## src/rtl/slb_pkg.sv

```systemverilog
// Package: shared widths, field positions, field struct and controller state
// for the byte-load lane formatter. Assumes a 32-bit word split into 8-bit lanes.
package slb_pkg;
    localparam int unsigned WORD_W     = 32;
    localparam int unsigned LANE_W     = 8;
    localparam int unsigned LANES      = WORD_W / LANE_W;
    localparam int unsigned LANE_SEL_W = $clog2(LANES);
    localparam int unsigned XR_COUNT   = 16;
    localparam int unsigned XR_IDX_W   = $clog2(XR_COUNT);
    localparam int unsigned GPR_IDX_W  = 5;
    localparam int unsigned DISP_W     = 8;
    localparam int unsigned PAT_W      = 3;

    // Field positions within the instruction word (decoded by the core's neighbours too)
    localparam int unsigned DEST_LSB = 6;
    localparam int unsigned DISP_LSB = DEST_LSB + XR_IDX_W;
    localparam int unsigned PAT_LSB  = DISP_LSB + DISP_W;
    localparam int unsigned BASE_LSB = PAT_LSB + PAT_W;
    localparam int unsigned FIELD_LO = DEST_LSB;
    localparam int unsigned FIELD_HI = BASE_LSB + GPR_IDX_W - 1;

    typedef struct packed {
        logic [GPR_IDX_W-1:0] base;
        logic [PAT_W-1:0]     pat;
        logic [DISP_W-1:0]    disp;
        logic [XR_IDX_W-1:0]  dest;
    } slb_fields_t;

    typedef enum logic [2:0] {
        ST_IDLE,
        ST_DROP,
        ST_REQ,
        ST_WAIT,
        ST_WB
    } slb_state_t;
endpackage

```

## src/rtl/slb_decode.sv

```systemverilog
// Module: slb_decode
// Splits the instruction field bits into destination, displacement, pattern and
// base, and forms the byte address from the base value plus the sign-extended
// displacement. Purely combinational; assumes the base value is already read.
module slb_decode
    import slb_pkg::*;
(
    input  logic [FIELD_HI:FIELD_LO] instr,
    input  logic [WORD_W-1:0]        base_val,
    output slb_fields_t              fields,
    output logic [WORD_W-1:0]        addr
);
    // Field extraction at fixed instruction positions
    always_comb begin
        fields.dest = instr[DEST_LSB +: XR_IDX_W];
        fields.disp = instr[DISP_LSB +: DISP_W];
        fields.pat  = instr[PAT_LSB  +: PAT_W];
        fields.base = instr[BASE_LSB +: GPR_IDX_W];
    end

    // Effective address: wraps modulo 2^WORD_W
    always_comb begin
        addr = base_val + {{(WORD_W-DISP_W){fields.disp[DISP_W-1]}}, fields.disp};
    end
endmodule

```

## src/rtl/slb_ctrl.sv

```systemverilog
// Module: slb_ctrl
// Sequences one instruction: accept, optional discard, request, wait for the
// byte, single-cycle writeback. Assumes memory answers once per accepted request
// and never before the request handshake.
module slb_ctrl
    import slb_pkg::*;
(
    input  logic clk,
    input  logic rst_n,
    input  logic instr_valid,
    input  logic ext_enable,
    input  logic mem_req_ready,
    input  logic mem_rsp_valid,
    output logic accept,
    output logic issue_capture,
    output logic rsp_capture,
    output logic busy,
    output logic mem_req_valid,
    output logic xr_we
);
    slb_state_t state_q, state_d;

    // Next-state selection
    always_comb begin
        state_d = state_q;
        unique case (state_q)
            ST_IDLE: if (instr_valid) state_d = ext_enable ? ST_REQ : ST_DROP;
            ST_DROP: state_d = ST_IDLE;
            ST_REQ:  if (mem_req_ready) state_d = ST_WAIT;
            ST_WAIT: if (mem_rsp_valid) state_d = ST_WB;
            ST_WB:   state_d = ST_IDLE;
            default: state_d = ST_IDLE;
        endcase
    end

    // State register with synchronous reset
    always_ff @(posedge clk) begin
        if (!rst_n) state_q <= ST_IDLE;
        else        state_q <= state_d;
    end

    // Decoded strobes and status
    always_comb begin
        accept        = instr_valid && (state_q == ST_IDLE);
        issue_capture = accept && ext_enable;
        rsp_capture   = (state_q == ST_WAIT) && mem_rsp_valid;
        busy          = (state_q != ST_IDLE);
        mem_req_valid = (state_q == ST_REQ);
        xr_we         = (state_q == ST_WB);
    end

    assert_busy_after_accept_R10: assert property (@(posedge clk) disable iff (!rst_n)
        accept |=> busy);
    assert_drop_is_silent_R3: assert property (@(posedge clk) disable iff (!rst_n)
        (accept && !ext_enable) |=> (busy && !mem_req_valid && !xr_we));
    assert_write_follows_rsp_R9: assert property (@(posedge clk) disable iff (!rst_n)
        xr_we |-> $past(mem_rsp_valid));
    assert_write_single_cycle_R9: assert property (@(posedge clk) disable iff (!rst_n)
        xr_we |=> !xr_we);
    assert_reset_no_write_R11: assert property (@(posedge clk)
        !rst_n |=> (!xr_we && !busy));
endmodule

```

## src/rtl/slb_format.sv

```systemverilog
// Module: slb_format
// Builds the write word from the loaded byte, the placement pattern and the old
// register value. Pattern bit 2 clear: insert into the lane named by bits [1:0].
// Pattern bit 2 set: zero-fill halves (4, 5), sign-fill halves (6), replicate (7).
module slb_format
    import slb_pkg::*;
(
    input  logic [PAT_W-1:0]  pat,
    input  logic [LANE_W-1:0] byte_in,
    input  logic [WORD_W-1:0] old_word,
    output logic [WORD_W-1:0] word_out
);
    logic [LANE_W-1:0] sign_fill;

    // Sign extension byte for pattern 6
    always_comb sign_fill = {LANE_W{byte_in[LANE_W-1]}};

    for (genvar g = 0; g < LANES; g++) begin : g_lane
        localparam bit ODD = (g % 2) == 1;
        // Per-lane byte selection
        always_comb begin
            if (!pat[2]) begin
                word_out[g*LANE_W +: LANE_W] = (pat[LANE_SEL_W-1:0] == LANE_SEL_W'(g))
                                             ? byte_in : old_word[g*LANE_W +: LANE_W];
            end else begin
                unique case (pat[1:0])
                    2'd0:    word_out[g*LANE_W +: LANE_W] = ODD ? '0 : byte_in;
                    2'd1:    word_out[g*LANE_W +: LANE_W] = ODD ? byte_in : '0;
                    2'd2:    word_out[g*LANE_W +: LANE_W] = ODD ? sign_fill : byte_in;
                    default: word_out[g*LANE_W +: LANE_W] = byte_in;
                endcase
            end
        end
    end
endmodule

```

## src/rtl/simd_byte_lane_loader.sv

```systemverilog
// Module: simd_byte_lane_loader
// Top of the byte-load lane formatter. Latches address, pattern, destination and
// old register value at acceptance, runs the memory handshake, and writes the
// formatted word one cycle after the byte returns. Assumes same-cycle read ports
// on both register files.
module simd_byte_lane_loader
    import slb_pkg::*;
(
    input  logic                     clk,
    input  logic                     rst_n,
    input  logic                     instr_valid,
    input  logic [FIELD_HI:FIELD_LO] instr_word,
    input  logic                     ext_enable,
    output logic                     busy,
    output logic [GPR_IDX_W-1:0]     gpr_raddr,
    input  logic [WORD_W-1:0]        gpr_rdata,
    output logic [XR_IDX_W-1:0]      xr_raddr,
    input  logic [WORD_W-1:0]        xr_rdata,
    output logic                     mem_req_valid,
    input  logic                     mem_req_ready,
    output logic [WORD_W-1:0]        mem_req_addr,
    input  logic                     mem_rsp_valid,
    input  logic [LANE_W-1:0]        mem_rsp_byte,
    output logic                     xr_we,
    output logic [XR_IDX_W-1:0]      xr_waddr,
    output logic [WORD_W-1:0]        xr_wdata
);
    slb_fields_t          fields;
    logic [WORD_W-1:0]    eff_addr;
    logic                 accept, issue_capture, rsp_capture;
    logic [WORD_W-1:0]    addr_q, old_q;
    logic [PAT_W-1:0]     pat_q;
    logic [XR_IDX_W-1:0]  dest_q;
    logic [LANE_W-1:0]    byte_q;

    slb_decode u_decode (
        .instr    (instr_word),
        .base_val (gpr_rdata),
        .fields   (fields),
        .addr     (eff_addr)
    );

    slb_ctrl u_ctrl (
        .clk           (clk),
        .rst_n         (rst_n),
        .instr_valid   (instr_valid),
        .ext_enable    (ext_enable),
        .mem_req_ready (mem_req_ready),
        .mem_rsp_valid (mem_rsp_valid),
        .accept        (accept),
        .issue_capture (issue_capture),
        .rsp_capture   (rsp_capture),
        .busy          (busy),
        .mem_req_valid (mem_req_valid),
        .xr_we         (xr_we)
    );

    slb_format u_format (
        .pat      (pat_q),
        .byte_in  (byte_q),
        .old_word (old_q),
        .word_out (xr_wdata)
    );

    // Register-file read indices come straight from the offered instruction
    always_comb begin
        gpr_raddr = fields.base;
        xr_raddr  = fields.dest;
    end

    // Issue-time capture of address, pattern, destination and old value
    always_ff @(posedge clk) begin
        if (!rst_n) begin
            addr_q <= '0;
            old_q  <= '0;
            pat_q  <= '0;
            dest_q <= '0;
        end else if (issue_capture) begin
            addr_q <= eff_addr;
            old_q  <= xr_rdata;
            pat_q  <= fields.pat;
            dest_q <= fields.dest;
        end
    end

    // Response capture of the loaded byte
    always_ff @(posedge clk) begin
        if (!rst_n)           byte_q <= '0;
        else if (rsp_capture) byte_q <= mem_rsp_byte;
    end

    // Outgoing request and write address
    always_comb begin
        mem_req_addr = addr_q;
        xr_waddr     = dest_q;
    end

    assert_req_held_R8: assert property (@(posedge clk) disable iff (!rst_n)
        (mem_req_valid && !mem_req_ready) |=> (mem_req_valid && $stable(mem_req_addr)));
    assert_req_drops_R8: assert property (@(posedge clk) disable iff (!rst_n)
        (mem_req_valid && mem_req_ready) |=> !mem_req_valid);
    assert_no_accept_while_busy_R10: assert property (@(posedge clk) disable iff (!rst_n)
        (busy && instr_valid) |=> $stable(mem_req_addr) || !mem_req_valid);
endmodule

```

## config.mk

```make
export PLATFORM = sky130hd
export DESIGN_NAME = simd_byte_lane_loader
export DESIGN_NICKNAME = d
export VERILOG_FILES = /design/src/rtl/slb_pkg.sv /design/src/rtl/slb_decode.sv /design/src/rtl/slb_ctrl.sv /design/src/rtl/slb_format.sv /design/src/rtl/simd_byte_lane_loader.sv
export SDC_FILE = /design/constraint.sdc
export NUM_CORES = 1
export LEC_CHECK = 0
export ABC_CLOCK_PERIOD_IN_PS = 5700
export BUFFER_PORTS_ARGS = -buffer_cell sky130_fd_sc_hd__buf_4
export CAP_MARGIN = 25
export CORE_MARGIN = 2
export CORE_UTILIZATION = 30
export DETAILED_ROUTE_END_ITERATION = 10
export PLACE_DENSITY_LB_ADDON = 0.2
export SYNTH_ARGS = -nofsm -noshare
export SYNTH_HDL_FRONTEND = slang
export SYNTH_HIERARCHICAL = 1
export SYNTH_SLANG_ARGS = --single-unit
```

## constraint.sdc

```tcl
create_clock -name clk -period 5.7 [get_ports clk]
set_clock_uncertainty 0.05 [all_clocks]
set_input_delay 0.57 -clock clk [delete_from_list [all_inputs] [get_ports clk]]
set_output_delay 0.57 -clock clk [all_outputs]
set_load 0.05 [all_outputs]
```

==> run_results.csv <==
group,metric,value,unit
routing,ant_nets,0,
placement,place_congestion,0.874,
clock_tree,cts.repair.resized,0,
synthesis,syn_area,5920,µm²
sta,finalHoldViolCount,0,
layout,area_growth,26.1,%
layout,nNetsFinal,932,
worst_setup_path,critPathKind,"reg2out",
die,dieArea,20900,µm²
routing,drc,0,
clock_tree,path_clk_slew,60,ps
pwr,p_per_area,256,nW/µm²
clock_tree,cts_tree,"done",
routing,vias,5145,
routing,dr.pass1.iters,4,
sta,whs,423,ps
global_routing,antenna_found_initial,1,
clock_tree,clkLatencyLatePin,350,ps
sta,worst_slew_pin_slew,759,ps
clock_tree,cts_hold_buf,0,
die,start_util,30.5,%
pwr,leakagePower,3.16,nW
synthesis,syn_inst,671,
global_routing,grt_pass1_wl,26200,µm
layout,fillers,2050,
run_status,status,"completed",
sta,slew_headroom,49.3,%
die,rows,51,
routing,avgViaCountPerCell,4.79,
clock_tree,cts_buffer_depth,2,
synthesis,syn_nets,801,
worst_setup_path,path_max_fanout,24,
global_routing,first_global_vias,4837,
sta,fmax,306,MHz
sta,tns,0,ps
sta,min_period,3260,ps
synthesis,yosysWarnings,6,
global_routing,grt.total_usage,16.3,%
die,die_y,144,µm
clock_tree,cts_max_level,3,
pwr,vdd_drop_max,0.135,mV
clock_tree,cts.sinks,82,
global_routing,grt_max_degree,82,
worst_setup_path,start_kind,"flip-flop",
worst_setup_path,worstPathRequired,5080,ps
routing,dr.first_iter.drc_count,217,
clock_tree,root_buffer,"clkbuf_16",
die,coreArea,19400,µm²
layout,layout-drive-gt1-share,26.8,%
routing,wl_per_cell,15.9,µm
global_routing,overflow,0,
synthesis,avgSynthCellArea,8.82,µm²
sta,drv_slew,0,
die,die_w,144,µm
sta,rsz0062_at_grt,"no",
worst_setup_path,end_kind,"output pin",
sta,finalSetupViolCount,0,
run,drv_cap,0,
placement,hpwl,12300,µm
clock_tree,post_cts_buffers,0,
routing,wl,17100,µm
clock_tree,cts_made_buffers,9,
sta,min_period_over_period,57.3,%
worst_hold_path,hp-class,"in2reg",
die,pin_count,178,
worst_setup_path,crit_arrival,2640,ps
placement,portBuffers,167,
[worst max-delay path, stage by stage, from the launching register on]
cell	delay, ps
dfxtp_1	810
inv_1	560
a21oi_2	460
a221o_1	250
buf_4	210
[where the power goes]
group / internal, mW / switching, mW
clock: 0.364 / 0.249
combinational: 0.267 / 0.397
sequential: 0.610 / 0.0277
total: 1.24 / 0.674
[cell usage in the layout (no fill, tap or decap), types with 12 or more instances in the layout]
| cell | n |
|---|---|
| o21ai_0 | 20 |
| nand2_1 | 32 |
| inv_1 | 17 |
| a21oi_1 | 50 |
| xnor2_1 | 20 |
| nand2b_1 | 14 |
| o21a_1 | 13 |
| nor3_1 | 12 |
| mux2i_1 | 79 |
| nor2_1 | 26 |
| buf_4 | 172 |
| a21o_1 | 12 |
| nor2b_1 | 84 |
| ha_1 | 31 |
| dfxtp_1 | 82 |
[layout make-up]
| class | instances | area, µm² | area share (%) |
|---|---|---|---|
| repair buffers | 172 | 1290 | 17.3 |
| clock inverters | 2 | 35.0 | 0.469 |
| inverters | 18 | 67.6 | 0.905 |
| well taps | 265 | 332 | 4.44 |
| multi-input cells | 519 | 3830 | 51.3 |
| clock buffers | 14 | 264 | 3.53 |
| diodes | 1 | 2.50 | 0.0335 |
| flip-flops and latches | 82 | 1640 | 22.0 |
[per-layer routing]
metal	routed length, µm	global-route usage, %
met2	7620	25.8
met3	1010	3.28
met5	0	0
met4	286	5.88
met1	8140	22.0
[final timing paths]
check / from / endpoint / slack (ps) / cells past startpoint
setup reg to reg: u_ctrl/state_q[1]$_SDFFE_PN0P_ / old_q[1]$_SDFFE_PN0P_ / 3660 / 5
setup / recovery: pat_q[2]$_SDFFE_PN0P_ / xr_wdata[8] / 2440 / 4
hold reg to reg: mem_req_addr[28]$_SDFFE_PN0P_ / mem_req_addr[28]$_SDFFE_PN0P_ / 470 / 2
hold / removal: xr_rdata[25] / old_q[25]$_SDFFE_PN0P_ / 420 / 3
[per-stage QoR]
step / worst slack (ps) / util (%) / instance area [µm²] / instances / power [mW]
6_report: 2440 / 38.5 / 7470 / 1073 / 1.91
5_1_grt: 2230 / 38.5 / 7470 / 1072 / 2.02
4_1_cts: 2410 / 38.5 / 7470 / 1072 / 1.94
3_5_place_dp: 2410 / 36.9 / 7170 / 1056 / 1.32
3_3_place_gp: 2470 / 36.9 / 7170 / 1056 / 1.32
2_1_floorplan: 2790 / - / 5920 / 671 / 1.15
[sequential cells by signal, indices dropped and copies added, names as in the netlist]
signal,count
mem_req_addr,32
u_ctrl/state_q,3
xr_waddr,4
pat_q,3
byte_q,8
old_q,32
Power figures use the tool's default switching activity.
